## src/rtl/brg_irq_pkg.sv

```systemverilog
package brg_irq_pkg;

    localparam int BUS_W      = 16;
    localparam int REG_ADDR_W = 2;

    typedef enum logic [REG_ADDR_W-1:0] {
        SEL_LSTAT = 2'd0,
        SEL_LMASK = 2'd1,
        SEL_ERR   = 2'd2,
        SEL_SYS   = 2'd3
    } reg_sel_e;

    typedef enum logic {
        CLR_ON_ANY_WRITE = 1'b0,
        CLR_ON_ONE       = 1'b1
    } clr_mode_e;

    typedef struct packed {
        logic lstat;
        logic lmask;
        logic err;
        logic sys;
    } wr_strobe_t;

    typedef struct packed {
        logic rel;
        logic locked;
    } sys_state_t;

    localparam sys_state_t SYS_RESET = '{rel: 1'b0, locked: 1'b1};

    function automatic logic [BUS_W-1:0] sys_view(input sys_state_t s);
        logic [BUS_W-1:0] v;
        v = '0;
        v[BUS_W-1] = s.rel;
        v[BUS_W-2] = s.locked;
        return v;
    endfunction

endpackage

```

## src/rtl/brg_sticky_bits.sv

```systemverilog
module brg_sticky_bits
    import brg_irq_pkg::*;
#(
    parameter int        W    = 8,
    parameter clr_mode_e MODE = CLR_ON_ANY_WRITE
) (
    input  logic         clk,
    input  logic         rst,
    input  logic [W-1:0] set_i,
    input  logic         clr_stb_i,
    input  logic [W-1:0] clr_data_i,
    output logic [W-1:0] stat_o
);

    logic [W-1:0] clr_vec;
    logic [W-1:0] stat_q;

    generate
        if (MODE == CLR_ON_ANY_WRITE) begin : g_clr_all
            logic unused_clr_data;
            assign unused_clr_data = ^clr_data_i;
            assign clr_vec = {W{clr_stb_i}};
        end else begin : g_clr_w1c
            assign clr_vec = clr_stb_i ? clr_data_i : '0;
        end
    endgenerate

    // A set pulse is applied after the clear, so it wins a same-cycle race.
    always_ff @(posedge clk) begin
        if (rst) begin
            stat_q <= '0;
        end else begin
            stat_q <= (stat_q & ~clr_vec) | set_i;
        end
    end

    assign stat_o = stat_q;

endmodule

```

## src/rtl/brg_sys_guard.sv

```systemverilog
module brg_sys_guard
    import brg_irq_pkg::*;
#(
    parameter int         W   = 16,
    parameter logic [W-1:0] KEY = 16'hA05F
) (
    input  logic         clk,
    input  logic         rst,
    input  logic         wr_i,
    input  logic [W-1:0] wdata_i,
    output sys_state_t   state_o
);

    sys_state_t st_q;
    sys_state_t st_d;

    always_comb begin
        st_d = st_q;
        if (wr_i) begin
            if (st_q.locked) begin
                if (wdata_i == KEY) begin
                    st_d.locked = 1'b0;
                end
            end else begin
                st_d.rel    = wdata_i[W-1];
                st_d.locked = wdata_i[W-2];
            end
        end
    end

    always_ff @(posedge clk) begin
        if (rst) begin
            st_q <= SYS_RESET;
        end else begin
            st_q <= st_d;
        end
    end

    assign state_o = st_q;

endmodule

```

## src/rtl/brg_reg_access.sv

```systemverilog
module brg_reg_access
    import brg_irq_pkg::*;
#(
    parameter int LOC_W = 8,
    parameter int ERR_W = 4
) (
    input  logic                  reg_en,
    input  logic                  reg_we,
    input  logic [REG_ADDR_W-1:0] reg_addr,
    input  logic [LOC_W-1:0]      loc_stat_i,
    input  logic [LOC_W-1:0]      loc_mask_i,
    input  logic [ERR_W-1:0]      err_stat_i,
    input  sys_state_t            sys_i,
    output wr_strobe_t            wstb_o,
    output logic [BUS_W-1:0]      rdata_o
);

    localparam int LOC_PAD = BUS_W - LOC_W;
    localparam int ERR_PAD = BUS_W - ERR_W;

    reg_sel_e         sel;
    logic [BUS_W-1:0] view_loc;
    logic [BUS_W-1:0] view_mask;
    logic [BUS_W-1:0] view_err;

    assign sel       = reg_sel_e'(reg_addr);
    assign view_loc  = {{LOC_PAD{1'b0}}, loc_stat_i};
    assign view_mask = {{LOC_PAD{1'b0}}, loc_mask_i};
    assign view_err  = {err_stat_i, {ERR_PAD{1'b0}}};

    always_comb begin
        wstb_o = '0;
        if (reg_en && reg_we) begin
            unique case (sel)
                SEL_LSTAT: wstb_o.lstat = 1'b1;
                SEL_LMASK: wstb_o.lmask = 1'b1;
                SEL_ERR:   wstb_o.err   = 1'b1;
                SEL_SYS:   wstb_o.sys   = 1'b1;
            endcase
        end
    end

    always_comb begin
        rdata_o = '0;
        if (reg_en && !reg_we) begin
            unique case (sel)
                SEL_LSTAT: rdata_o = view_loc;
                SEL_LMASK: rdata_o = view_mask;
                SEL_ERR:   rdata_o = view_err;
                SEL_SYS:   rdata_o = sys_view(sys_i);
            endcase
        end
    end

endmodule

```

## src/rtl/brg_irq_ctl.sv

```systemverilog
module brg_irq_ctl
    import brg_irq_pkg::*;
#(
    parameter int               LOC_W      = 8,
    parameter int               ERR_W      = 4,
    parameter logic [BUS_W-1:0] UNLOCK_KEY = 16'hA05F
) (
    input  logic                  clk,
    input  logic                  rst,
    input  logic                  reg_en,
    input  logic                  reg_we,
    input  logic [REG_ADDR_W-1:0] reg_addr,
    input  logic [BUS_W-1:0]      reg_wdata,
    output logic [BUS_W-1:0]      reg_rdata,
    input  logic [LOC_W-1:0]      loc_evt,
    input  logic [ERR_W-1:0]      err_evt,
    output logic                  irq_o,
    output logic                  down_rst_n
);

    wr_strobe_t       wstb;
    logic [LOC_W-1:0] loc_stat;
    logic [LOC_W-1:0] loc_mask;
    logic [ERR_W-1:0] err_stat;
    sys_state_t       sys_q;

    brg_reg_access #(
        .LOC_W (LOC_W),
        .ERR_W (ERR_W)
    ) u_acc (
        .reg_en     (reg_en),
        .reg_we     (reg_we),
        .reg_addr   (reg_addr),
        .loc_stat_i (loc_stat),
        .loc_mask_i (loc_mask),
        .err_stat_i (err_stat),
        .sys_i      (sys_q),
        .wstb_o     (wstb),
        .rdata_o    (reg_rdata)
    );

    brg_sticky_bits #(
        .W    (LOC_W),
        .MODE (CLR_ON_ANY_WRITE)
    ) u_loc (
        .clk        (clk),
        .rst        (rst),
        .set_i      (loc_evt),
        .clr_stb_i  (wstb.lstat),
        .clr_data_i (reg_wdata[LOC_W-1:0]),
        .stat_o     (loc_stat)
    );

    brg_sticky_bits #(
        .W    (ERR_W),
        .MODE (CLR_ON_ONE)
    ) u_err (
        .clk        (clk),
        .rst        (rst),
        .set_i      (err_evt),
        .clr_stb_i  (wstb.err),
        .clr_data_i (reg_wdata[BUS_W-1 -: ERR_W]),
        .stat_o     (err_stat)
    );

    always_ff @(posedge clk) begin
        if (rst) begin
            loc_mask <= '0;
        end else if (wstb.lmask) begin
            loc_mask <= reg_wdata[LOC_W-1:0];
        end
    end

    brg_sys_guard #(
        .W   (BUS_W),
        .KEY (UNLOCK_KEY)
    ) u_sys (
        .clk     (clk),
        .rst     (rst),
        .wr_i    (wstb.sys),
        .wdata_i (reg_wdata),
        .state_o (sys_q)
    );

    assign irq_o      = |(loc_stat & loc_mask);
    assign down_rst_n = sys_q.rel;

endmodule

```

## config.mk

```make
export PLATFORM = sky130hd
export DESIGN_NAME = brg_irq_ctl
export DESIGN_NICKNAME = d
export VERILOG_FILES = /design/src/rtl/brg_irq_pkg.sv /design/src/rtl/brg_sticky_bits.sv /design/src/rtl/brg_sys_guard.sv /design/src/rtl/brg_reg_access.sv /design/src/rtl/brg_irq_ctl.sv
export SDC_FILE = /design/constraint.sdc
export NUM_CORES = 1
export LEC_CHECK = 0
export ABC_AREA = 1
export BUFFER_PORTS_ARGS = -buffer_cell sky130_fd_sc_hd__buf_4
export CAP_MARGIN = 20
export CORE_MARGIN = 2
export CORE_UTILIZATION = 49
export CTS_CLUSTER_DIAMETER = 60
export CTS_CLUSTER_SIZE = 14
export DETAILED_ROUTE_END_ITERATION = 8
export PLACE_DENSITY = 0.81
export SKIP_CTS_REPAIR_TIMING = 1
export SLEW_MARGIN = 20
export SYNTH_ARGS = -nofsm -noshare
export SYNTH_HDL_FRONTEND = slang
export SYNTH_SLANG_ARGS = --single-unit
```

## constraint.sdc

```tcl
create_clock -name clk -period 2.15 [get_ports clk]
set_clock_uncertainty 0.05 [all_clocks]
set_input_delay 0.3225 -clock clk [delete_from_list [all_inputs] [get_ports clk]]
set_output_delay 0.3225 -clock clk [all_outputs]
set_load 0.01 [all_outputs]
```

==> results of run 1 <==
-- metrics by stage --
stage                     instance area (um2)  utilization  instances
after global routing                     1509       0.6821        246
final                                    1509       0.6821        246
after global placement                   1486       0.6719        243
after CTS                                1509       0.6821        246
after detailed placement                 1486       0.6719        243
after floorplan                          1147            -        175
-- state kept, by name, summed over array words and instances, names as in the netlist --
register       count
loc_mask           8
u_loc.stat_o       8
u_err.stat_o       4
u_sys.state_o      2
-- kinds of logic (layout without fill, tap and decap cells) --
family / count (synthesis) / in the layout / share of synthesized area
and+or+nand+nor: 91 / 91 / 0.3480
AOI/OAI and AO/OA: 35 / 35 / 0.1608
buffers and inverters: 23 / 66 / 0.1002
DFF: 22 / 22 / 0.3877
other: 1 / 4 / 0.003301
-- per-layer routing --
metal | up-vias | wire length [um]
li1 | 628 | -
met1 | 537 | 1212
met2 | 62 | 1410
met3 | 4 | 218
met4 | 0 | 21
met5 | - | 0
-- cell usage in the layout, fill, tap and decap left out --
cell type,count
a21oi_1,23
a21oi_2,1
buf_4,47
clkbuf_4,3
clkinv_4,1
conb_1,4
dfxtp_1,22
inv_1,14
inv_2,1
nand2_1,43
nand2_4,2
nand3_1,6
nand4_1,2
nor2_1,33
nor2_2,3
nor2_8,1
o21ai_0,9
o21ai_1,1
o21ai_2,1
or2_2,1
-- critical path, delay by kind of cell (launching register included) --
kind / cells / cell delay, ns
buffers and inverters: 1 / 0.15
flip-flops: 1 / 0.36
AND/OR/NAND/NOR: 3 / 0.50
-- where the power goes --
part / switching, mW / internal [mW] / total (mW) / leakage, nW
Sequential: 0.0169 / 0.429 / 0.446 / 0.182
Combinational: 0.0741 / 0.0721 / 0.146 / 0.540
Clock: 0.118 / 0.0653 / 0.183 / 0.0138
-- worst max-delay path by stage --
stage / from / end / slack [ns] / cells after the start
after floorplan: reg_addr[1] / reg_rdata[0] / 0.73 / 4
after global placement: reg_addr[1] / reg_rdata[0] / 0.57 / 5
after detailed placement: reg_addr[1] / reg_rdata[4] / 0.51 / 5
after CTS: u_loc.stat_o[3] / irq_o / 0.47 / 4
after global routing: reg_addr[1] / reg_rdata[0] / 0.41 / 5
final: u_loc.stat_o[3] / irq_o / 0.48 / 4
-- final cells by class --
class	instances	area, um2	area share
Sequential cell	22	440.4	0.2919
Tap cell	28	35.03	0.02322
Timing Repair Buffer	47	352.8	0.2338
Multi-Input combinational cell	130	593.1	0.3930
Clock buffer	3	22.52	0.01493
Inverter	16	65.06	0.04312
-- Yosys cell counts --
master	count
o21ai_1	1
dfxtp_1	22
inv_1	14
a21oi_2	1
nor2_2	3
clkbuf_1	2
buf_4	4
o21ai_0	9
o21ai_2	1
conb_1	1
inv_2	1
nand2_4	2
a21oi_1	23
nor2_1	33
nand2_1	43
or2_2	1
nand4_1	2
buf_6	1
nor2_8	1
nand3_1	6
clkinv_4	1
==> key figures, run 1 <==
Outcome
  • Status: finished, final reports clean

STA
  • Slew Viols, Final: 0
  • TNS Setup: 0 ns
  • # setup viols final: 0
  • Fmax: 597.8 MHz
  • Final worst path period share: 0.7780
  • Tmin final: about 1.7 ns
  • Min Hold Slack: between 0.15 and 0.2 ns
  • Final Hold Viols: 0
  • Final WS setup: ~0.48 ns
  • RSZ-0062 raised after global routing: no

Clocking
  • Clock Path Buffers: 2
  • Htree depth: 1
  • CTS sink cnt: 22
  • TritonCTS clock tree: done
  • Clk_lat worst skew: around 0.30 ns
  • Clk root buf: clkbuf_4
  • CTS Buf Count: 3
  • Clock-pin slew on the worst setup and hold paths: about 0.12 ns

GRT
  • Vias in the first global route: 1080
  • GR met2 Demand/Resource: 0.4030
  • Tot GR Track Use: 0.2293
  • Grt met1 use: 0.2883
  • First-pass GRT wire length: about 4700 um
  • Grt peak-use layer: met2
  • Met3 usage: 0.03161
  • Largest net degree at the start of global routing: 15
  • GRT Residual Overflow: 0
  • Initial antenna violation count: 0

Logic synthesis
  • Synthesis Warnings: 0
  • Post-synth top area cell: dfxtp_1
  • Register area share after synthesis: 0.3877
  • Synth Instances: 172
  • Synth top area share: 0.3877
  • Register bit total from synthesis: 22
  • Distinct cells, synth: 21
  • Netlist Area Pre-Place: 1136 um2
  • Synth top area cells: dfxtp_1 (39%), nand2_1 (14%), nor2_1 (11%), a21oi_1 (10%), inv_1 (4.6%)
  • Syn avg cell area: roughly 6.6 um2

Drt
  • Routed wire length: 2862 um
  • Drt via density: 5.004
  • DRC: 0
  • Routed Antenna Nets: 0
  • Drt first pass iters: 5
  • First-iteration detailed-routing DRC count: 14
  • Wirelength per Cell: roughly 12 um
  • Detailed-route via count: around 1200

Final layout
  • Inserted Diodes: 0
  • Area Overhead vs Synth: 32.82%
  • Nets: ~250
  • Fillcell total: roughly 210
  • Ratio of cells with drive above 1 in the final layout: 0.2798

Worst setup path
  • Crit path required time: roughly 1.8 ns
  • Cell Chain, Critical Path: nand2_1 -> nand4_1 -> or2_2 -> buf_4
  • Type of the worst setup path: reg2out
  • Slowest cell on the critical path: dfxtp_1
  • Flop2flop setup slack: between 1 and 1.5 ns
  • Critical path capture point type: primary output
  • Worst Path Arrival: ~1.3 ns
  • Reg-to-Reg End: u_sys.state_o[0]
  • Crit path launch type: register
  • CP peak stage delay: between 0.3 and 0.4 ns
  • R2R cell count: 5
  • Crit Path Max Fanout: 3
  • RR Startpoint: u_sys.state_o[0]

Die
  • Die height: about 52 um
  • Area of the core: between 2000 and 2500 um2
  • Initial core utilization: 0.5136
  • Die Width: 52.15 um
  • Row count: 17
  • Total Die Area: 2720 um2
  • Boundary pin count: between 50 and 60

Hold path
  • Hold EP: u_loc.stat_o[0]
  • Hold path start: loc_evt[0]
  • WHS Path Cells: 3
  • HP Class: in2reg

Place
  • Dpl hpwl: ~2300 um
  • Buffers on Ports: 47
  • Pre-CTS setup slack: between 0.5 and 0.6 ns
  • Placer Congestion: about 0.77

Power
  • Power per Cell Area: about 510 nW/um2
  • VDD IR max: between 0.3 and 0.4 mV
  • Total power: a little under 800 uW
  • LEAKAGE: roughly 0.74 nW

Job
  • Max-cap violation count: 0
Note: power is estimated with default switching activity, not from simulation.
==> run 2, diff against run 1 <==
--- a/config.mk
+++ b/config.mk
@@ -9,11 +9,11 @@
 export BUFFER_PORTS_ARGS = -buffer_cell sky130_fd_sc_hd__buf_4
 export CAP_MARGIN = 20
 export CORE_MARGIN = 2
-export CORE_UTILIZATION = 49
+export CORE_UTILIZATION = 46
 export CTS_CLUSTER_DIAMETER = 60
 export CTS_CLUSTER_SIZE = 14
 export DETAILED_ROUTE_END_ITERATION = 8
-export PLACE_DENSITY = 0.81
+export PLACE_DENSITY = 0.77
 export SKIP_CTS_REPAIR_TIMING = 1
 export SLEW_MARGIN = 20
 export SYNTH_ARGS = -nofsm -noshare
==> constraint.sdc (replaced) <==
create_clock -name clk -period 1.7 [get_ports clk]
set_clock_uncertainty 0.05 [all_clocks]
set_input_delay 0.255 -clock clk [delete_from_list [all_inputs] [get_ports clk]]
set_output_delay 0.255 -clock clk [all_outputs]
set_load 0.01 [all_outputs]
==> run 2 against run 1 <==
  * Sequential power grew 26%
  * Register-to-register slack lost 0.46 ns
  * Global-route usage is 3.0 points lower
  * Via count down 3.2%
  * Core utilization shrank 4.9 points
  * Worst setup slack worse by 0.35 ns
  * First-iteration DRC count fell by 29%
  * Final area grew 1.1%
  * Hold slack worse by 0.055 ns
  * Sequential cell count unchanged
  * Count of clock-buffer cells in the layout rose by 1
  * Critical path type unchanged
  * Critical endpoint unchanged
==> key figures, run 2 (same netlist as run 1, synthesis figures left out) <==
GRT
  • Initial antenna violation count: 0 (unchanged)
  • First-pass GRT wire length: 4243 um (was 4657 um)
  • Vias in the first global route: 1077 (was 1080)
  • Tot GR Track Use: 0.1991 (was 0.2293)
  • GRT Residual Overflow: 0 (unchanged)
  • Largest net degree at the start of global routing: 15 (unchanged)

STA
  • Final WS setup: 0.1301 ns (was 0.4772 ns)
  • Fmax: roughly 640 MHz
  • Slew Viols, Final: 0 (unchanged)
  • Final worst path period share: 0.9235
  • Tmin final: 1.570 ns
  • TNS Setup: 0 ns (unchanged)
  • RSZ-0062 raised after global routing: no (unchanged)
  • Min Hold Slack: 0.1130 ns (was 0.1685 ns)
  • Final Hold Viols: 0 (unchanged)
  • # setup viols final: 0 (unchanged)

Final layout
  • Fin area: 1525 um2 (was 1509 um2)
  • Ratio of cells with drive above 1 in the final layout: 0.2831 (was 0.2798)
  • Commonest non-fill, non-tap cell in the layout: buf_4 (unchanged)
  • Area Overhead vs Synth: 34.25% (was 32.82%)
  • Inserted Diodes: 0 (unchanged)
  • Commonest non-fill, non-tap cells in the layout: buf_4 (47), nand2_1 (43), nor2_1 (33) (unchanged)
  • Fillcell total: 222 (was 211)
  • Final core utilization: 0.6329 (was 0.6821)
  • Nets: 254 (unchanged)

Die
  • Row count: 18 (was 17)
  • Die Width: 53.70 um (was 52.15 um)
  • Die height: 53.70 um (was 52.15 um)
  • Initial core utilization: 0.4714 (was 0.5136)
  • Area of the core: 2410 um2 (was 2212 um2)
  • Total Die Area: 2883 um2 (was 2720 um2)
  • Boundary pin count: 52 (unchanged)

Drt
  • Met2 routed WL: 1383 um (was 1410 um)
  • Met3 WL: 146 um (was 218 um)
  • Drt first pass iters: 4 (was 5)
  • Met1 wire length: 1149 um (was 1212 um)
  • Routed wire length: 2693 um (was 2862 um)
  • Wirelength per Cell: 10.82 um (was 11.63 um)
  • DRC: 0 (unchanged)
  • Top sig layer: met4 (unchanged)
  • Drt via density: 4.783 (was 5.004)
  • Detailed-route via count: 1191 (was 1231)
  • Routed Antenna Nets: 0 (unchanged)
  • First-iteration detailed-routing DRC count: 10 (was 14)

Power
  • VDD IR max: 0.4235 mV (was 0.3555 mV)
  • Power per Cell Area: 674.3 nW/um2 (was 514.1 nW/um2)
  • LEAKAGE: 0.7428 nW (was 0.7356 nW)

Worst setup path
  • Crit path required time: 1.39 ns (was 1.78 ns)
  • Crit Path Max Fanout: 3 (unchanged)
  • Worst Path Arrival: 1.26 ns (was 1.30 ns)
  • Flop2flop setup slack: 0.83 ns (was 1.29 ns)
  • Critical path capture point type: primary output (unchanged)
  • RR Startpoint: u_sys.state_o[0] (unchanged)
  • Type of the worst setup path: reg2out (unchanged)
  • Reg-to-Reg End: u_sys.state_o[0] (unchanged)
  • Crit path launch type: register (unchanged)
  • R2R cell count: 5 (unchanged)
  • CP Launch Point: u_loc.stat_o[2] (was u_loc.stat_o[3])
  • Crit path capture: irq_o (unchanged)

Clocking
  • Clock-pin slew on the worst setup and hold paths: 0.13 ns (was 0.12 ns)
  • Clock Path Buffers: 2 (unchanged)
  • Htree depth: 1 (unchanged)
  • CTS sink cnt: 22 (unchanged)
  • TritonCTS clock tree: done (unchanged)
  • CTS Buf Count: 3 (unchanged)
  • Clk_lat worst skew: 0.29 ns (was 0.30 ns)
  • Clk root buf: clkbuf_4 (unchanged)

Place
  • Dpl hpwl: 2203 um (was 2306 um)
  • Buffers on Ports: 47 (unchanged)
  • Placer Congestion: 0.7513 (was 0.7726)
  • Placed Instance Area: 1489 um2 (was 1486 um2)
  • Pre-CTS setup slack: 0.1972 ns (was 0.5142 ns)

Hold path
  • HP Class: in2reg (unchanged)

Outcome
  • Status: finished, final reports clean (unchanged)

Job
  • Max-cap violation count: 0 (unchanged)
run 2: routing by layer:
layer / up-vias / track usage
met4: 0 / 0.06410
met2: 46 / 0.3801
met3: 2 / 0.01667
met5: - / 0
li1: 633 / -
met1: 510 / 0.2297
run 2: how the worst min path moves through the flow:
stage                from               to  slack, ns  cells after the start
6_report       err_evt[0]  u_err.stat_o[0]       0.11                      3
5_1_grt        loc_evt[7]  u_loc.stat_o[7]       0.09                      3
4_1_cts        err_evt[1]  u_err.stat_o[1]       0.10                      3
3_5_place_dp   loc_evt[6]  u_loc.stat_o[6]       0.42                      3
3_3_place_gp   loc_evt[2]  u_loc.stat_o[2]       0.41                      3
2_1_floorplan         rst  u_err.stat_o[2]       0.27                      1
run 2: critical path, cell delays in order, from the launching register on:
cell and delay, ns:
dfxtp_1 0.36, nand2_1 0.07, nand4_1 0.09, or2_2 0.30, buf_4 0.15
run 2: cell type report:
class | count | area, um2 | area share
multi-input combinational | 130 | 593.1 | 0.3888
sequential | 22 | 440.4 | 0.2888
timing repair buffer | 47 | 352.8 | 0.2313
clock buffer | 4 | 36.28 | 0.02379
tap | 30 | 37.54 | 0.02461
inverter | 16 | 65.06 | 0.04266
run 2: power breakdown:
| part | internal [mW] | total [mW] | switching (mW) |
|---|---|---|---|
| Clock | 0.131 | 0.281 | 0.151 |
| Combinational | 0.0912 | 0.184 | 0.0925 |
| Sequential | 0.543 | 0.563 | 0.0206 |
| Total | 0.765 | 1.03 | 0.264 |
run 2: per-stage QoR:
stage               total power [mW]  instances
global route                   1.092        249
floorplan                     0.6709        175
global placement              0.7520        245
CTS                            1.039        249
detailed placement            0.7594        245
finish                         1.028        249
==> run 3, diff against run 2 <==
--- a/config.mk
+++ b/config.mk
@@ -7,13 +7,13 @@
 export LEC_CHECK = 0
 export ABC_AREA = 1
 export BUFFER_PORTS_ARGS = -buffer_cell sky130_fd_sc_hd__buf_4
-export CAP_MARGIN = 20
+export CAP_MARGIN = 40
 export CORE_MARGIN = 2
-export CORE_UTILIZATION = 46
+export CORE_UTILIZATION = 41
 export CTS_CLUSTER_DIAMETER = 60
 export CTS_CLUSTER_SIZE = 14
 export DETAILED_ROUTE_END_ITERATION = 8
-export PLACE_DENSITY = 0.77
+export PLACE_DENSITY = 0.72
 export SKIP_CTS_REPAIR_TIMING = 1
 export SLEW_MARGIN = 20
 export SYNTH_ARGS = -nofsm -noshare
==> constraint.sdc (replaced) <==
create_clock -name clk -period 1.35 [get_ports clk]
set_clock_uncertainty 0.05 [all_clocks]
set_input_delay 0.2025 -clock clk [delete_from_list [all_inputs] [get_ports clk]]
set_output_delay 0.2025 -clock clk [all_outputs]
set_load 0.01 [all_outputs]
==> run 3 against run 2 <==
  * The flow now finishes with violations (setup timing)
  * Non-clock buffer count up 2
  * Via count up 1.8%
  * Clock power up 31%
  * Final area up 6.2%
  * Sequential cell count unchanged
  * Register-to-register slack worse by 0.32 ns
  * Die area up 11%
  * Routed wire length up 4.7%
  * Core utilization down 3.0 points
  * Hold slack worse by 0.077 ns
  * Final cell count up 1.2%
  * Worst setup slack worse by 0.24 ns
==> key figures, run 3 (same netlist as run 1, synthesis figures left out) <==
Outcome
  • Status: finished with violations (was finished, final reports clean)
  • Failing checks: setup timing

Final layout
  • Commonest non-fill, non-tap cell in the layout: buf_4 (unchanged)
  • Fin area: 1619 um2 (was 1525 um2)
  • Commonest non-fill, non-tap cells in the layout: buf_4 (46), nand2_1 (41), nor2_1 (33) (was buf_4 (47), nand2_1 (43), nor2_1 (33))
  • Inserted Diodes: 0 (unchanged)
  • Ratio of cells with drive above 1 in the final layout: 0.3937 (was 0.2831)
  • Nets: 256 (was 254)
  • Area Overhead vs Synth: 42.51% (was 34.25%)

Worst setup path
  • Reg-to-Reg End: u_sys.state_o[0] (unchanged)
  • CP peak stage delay: 0.35 ns (was 0.36 ns)
  • CP Launch Point: loc_mask[4] (was u_loc.stat_o[2])
  • R2R cell count: 5 (unchanged)
  • Slowest cell on the critical path: dfxtp_2 (was dfxtp_1)
  • Critical path capture point type: primary output (unchanged)
  • Critical path's top delay family: simple AND/OR/NAND/NOR gates (unchanged)
  • Crit Path Max Fanout: 3 (unchanged)
  • Crit path capture: irq_o (unchanged)
  • Worst Path Arrival: 1.21 ns (was 1.26 ns)
  • RR Startpoint: u_sys.state_o[0] (unchanged)
  • Cell Chain, Critical Path: nand2_1 -> nand4_1 -> or2_4 -> buf_6 (was nand2_1 -> nand4_1 -> or2_2 -> buf_4)
  • Type of the worst setup path: reg2out (unchanged)
  • Flop2flop setup slack: 0.51 ns (was 0.83 ns)
  • Crit path required time: 1.10 ns (was 1.39 ns)
  • Worst path bufs/invs: 1 (unchanged)
  • Crit path launch type: register (unchanged)
  • Levels on crit path: 4 (unchanged)

GRT
  • Initial antenna violation count: 0 (unchanged)
  • Vias in the first global route: 1131 (was 1077)
  • Tot GR Track Use: 0.1834 (was 0.1991)
  • GR met2 Demand/Resource: 0.3140 (was 0.3801)
  • GRT Residual Overflow: 0 (unchanged)
  • Largest net degree at the start of global routing: 15 (unchanged)
  • Grt met1 use: 0.2238 (was 0.2297)
  • Met3 usage: 0.03226 (was 0.01667)
  • First-pass GRT wire length: 4671 um (was 4243 um)
  • Grt peak-use layer: met2 (unchanged)

Die
  • Boundary pin count: 52 (unchanged)
  • Initial core utilization: 0.4229 (was 0.4714)
  • Row count: 19 (was 18)
  • Die height: 56.64 um (was 53.70 um)
  • Die Width: 56.64 um (was 53.70 um)
  • Total Die Area: 3208 um2 (was 2883 um2)
  • Area of the core: 2686 um2 (was 2410 um2)

Drt
  • Wirelength per Cell: 11.19 um (was 10.82 um)
  • Detailed-route via count: 1213 (was 1191)
  • Drt via density: 4.813 (was 4.783)
  • Drt first pass iters: 4 (unchanged)
  • DRC: 0 (unchanged)
  • Routed wire length: 2819 um (was 2693 um)
  • Routed Antenna Nets: 0 (unchanged)
  • First-iteration detailed-routing DRC count: 60 (was 10)

STA
  • Min Hold Slack: 0.03585 ns (was 0.1130 ns)
  • Slew Viols, Final: 0 (unchanged)
  • RSZ-0062 raised after global routing: yes (was no)
  • # setup viols final: 1 (was 0)
  • TNS Setup: -0.1120 ns (was 0 ns)
  • Final worst path period share: 1.083
  • Tmin final: 1.462 ns
  • Fmax: between 600 and 700 MHz
  • Final Hold Viols: 0 (unchanged)
  • Final WS setup: -0.1120 ns (was 0.1301 ns)

Clocking
  • Htree depth: 1 (unchanged)
  • Clk root buf: clkbuf_4 (unchanged)
  • CTS sink cnt: 22 (unchanged)
  • TritonCTS clock tree: done (unchanged)
  • Clock Path Buffers: 2 (unchanged)
  • CTS Buf Count: 3 (unchanged)
  • Clk_lat worst skew: 0.31 ns (was 0.29 ns)
  • Clock-pin slew on the worst setup and hold paths: 0.12 ns (was 0.13 ns)

Power
  • VDD IR max: 0.5936 mV (was 0.4235 mV)
  • LEAKAGE: 0.7739 nW (was 0.7428 nW)
  • Power per Cell Area: 826.2 nW/um2 (was 674.3 nW/um2)

Job
  • Max-cap violation count: 0 (unchanged)

Place
  • Placed Instance Area: 1510 um2 (was 1489 um2)
  • Buffers on Ports: 47 (unchanged)
  • Placer Congestion: 0.8716 (was 0.7513)
  • Dpl hpwl: 2216 um (was 2203 um)

Hold path
  • HP Class: in2reg (unchanged)
-- run 3: where the power goes --
| part | switching [mW] | internal [mW] |
|---|---|---|
| registers | 0.0261 | 0.688 |
| logic | 0.126 | 0.131 |
| clock network | 0.202 | 0.165 |
-- run 3: metrics by stage --
stage | std cells | power, mW | setup WS [ns] | util
2_1_floorplan | 175 | 0.8449 | 0.1716 | -
3_3_place_gp | 247 | 0.9560 | 0.09314 | 0.5622
3_5_place_dp | 247 | 0.9623 | 0.08741 | 0.5622
4_1_cts | 251 | 1.322 | -0.1687 | 0.5757
5_1_grt | 252 | 1.411 | -0.1725 | 0.6027
6_report | 252 | 1.338 | -0.1120 | 0.6027
-- run 3: final cells by class --
class / count / area [um2]
inverters: 16 / 65.06
well taps: 31 / 38.79
clock buffers: 4 / 36.28
fillers: 258 / 1067
repair buffers: 49 / 387.9
flip-flops and latches: 22 / 460.4
multi-input cells: 130 / 630.6
-- run 3: worst min-delay path by stage --
stage                            to  cells after the start       start  slack (ns)
global route        u_loc.stat_o[2]                      3  loc_evt[2]        0.02
CTS                 u_loc.stat_o[2]                      3  loc_evt[2]        0.03
detailed placement  u_loc.stat_o[2]                      3  loc_evt[2]        0.36
global placement    u_loc.stat_o[7]                      3  loc_evt[7]        0.36
floorplan           u_err.stat_o[2]                      1         rst        0.22
finish              u_loc.stat_o[5]                      3  loc_evt[5]        0.04
-- run 3: per-layer routing --
metal,up-vias,share of wire
met3,5,0.061
met1,527,0.43
met2,46,0.49
met4,0,0.018
met5,-,0
li1,635,-
-- run 3: tightest hold or removal path, delay by kind of cell --
kind | cells | cell delay (ns)
buffers and inverters | 1 | 0.08
AND/OR/NAND/NOR | 1 | 0.06
AO/OA/AOI/OAI | 1 | 0.03
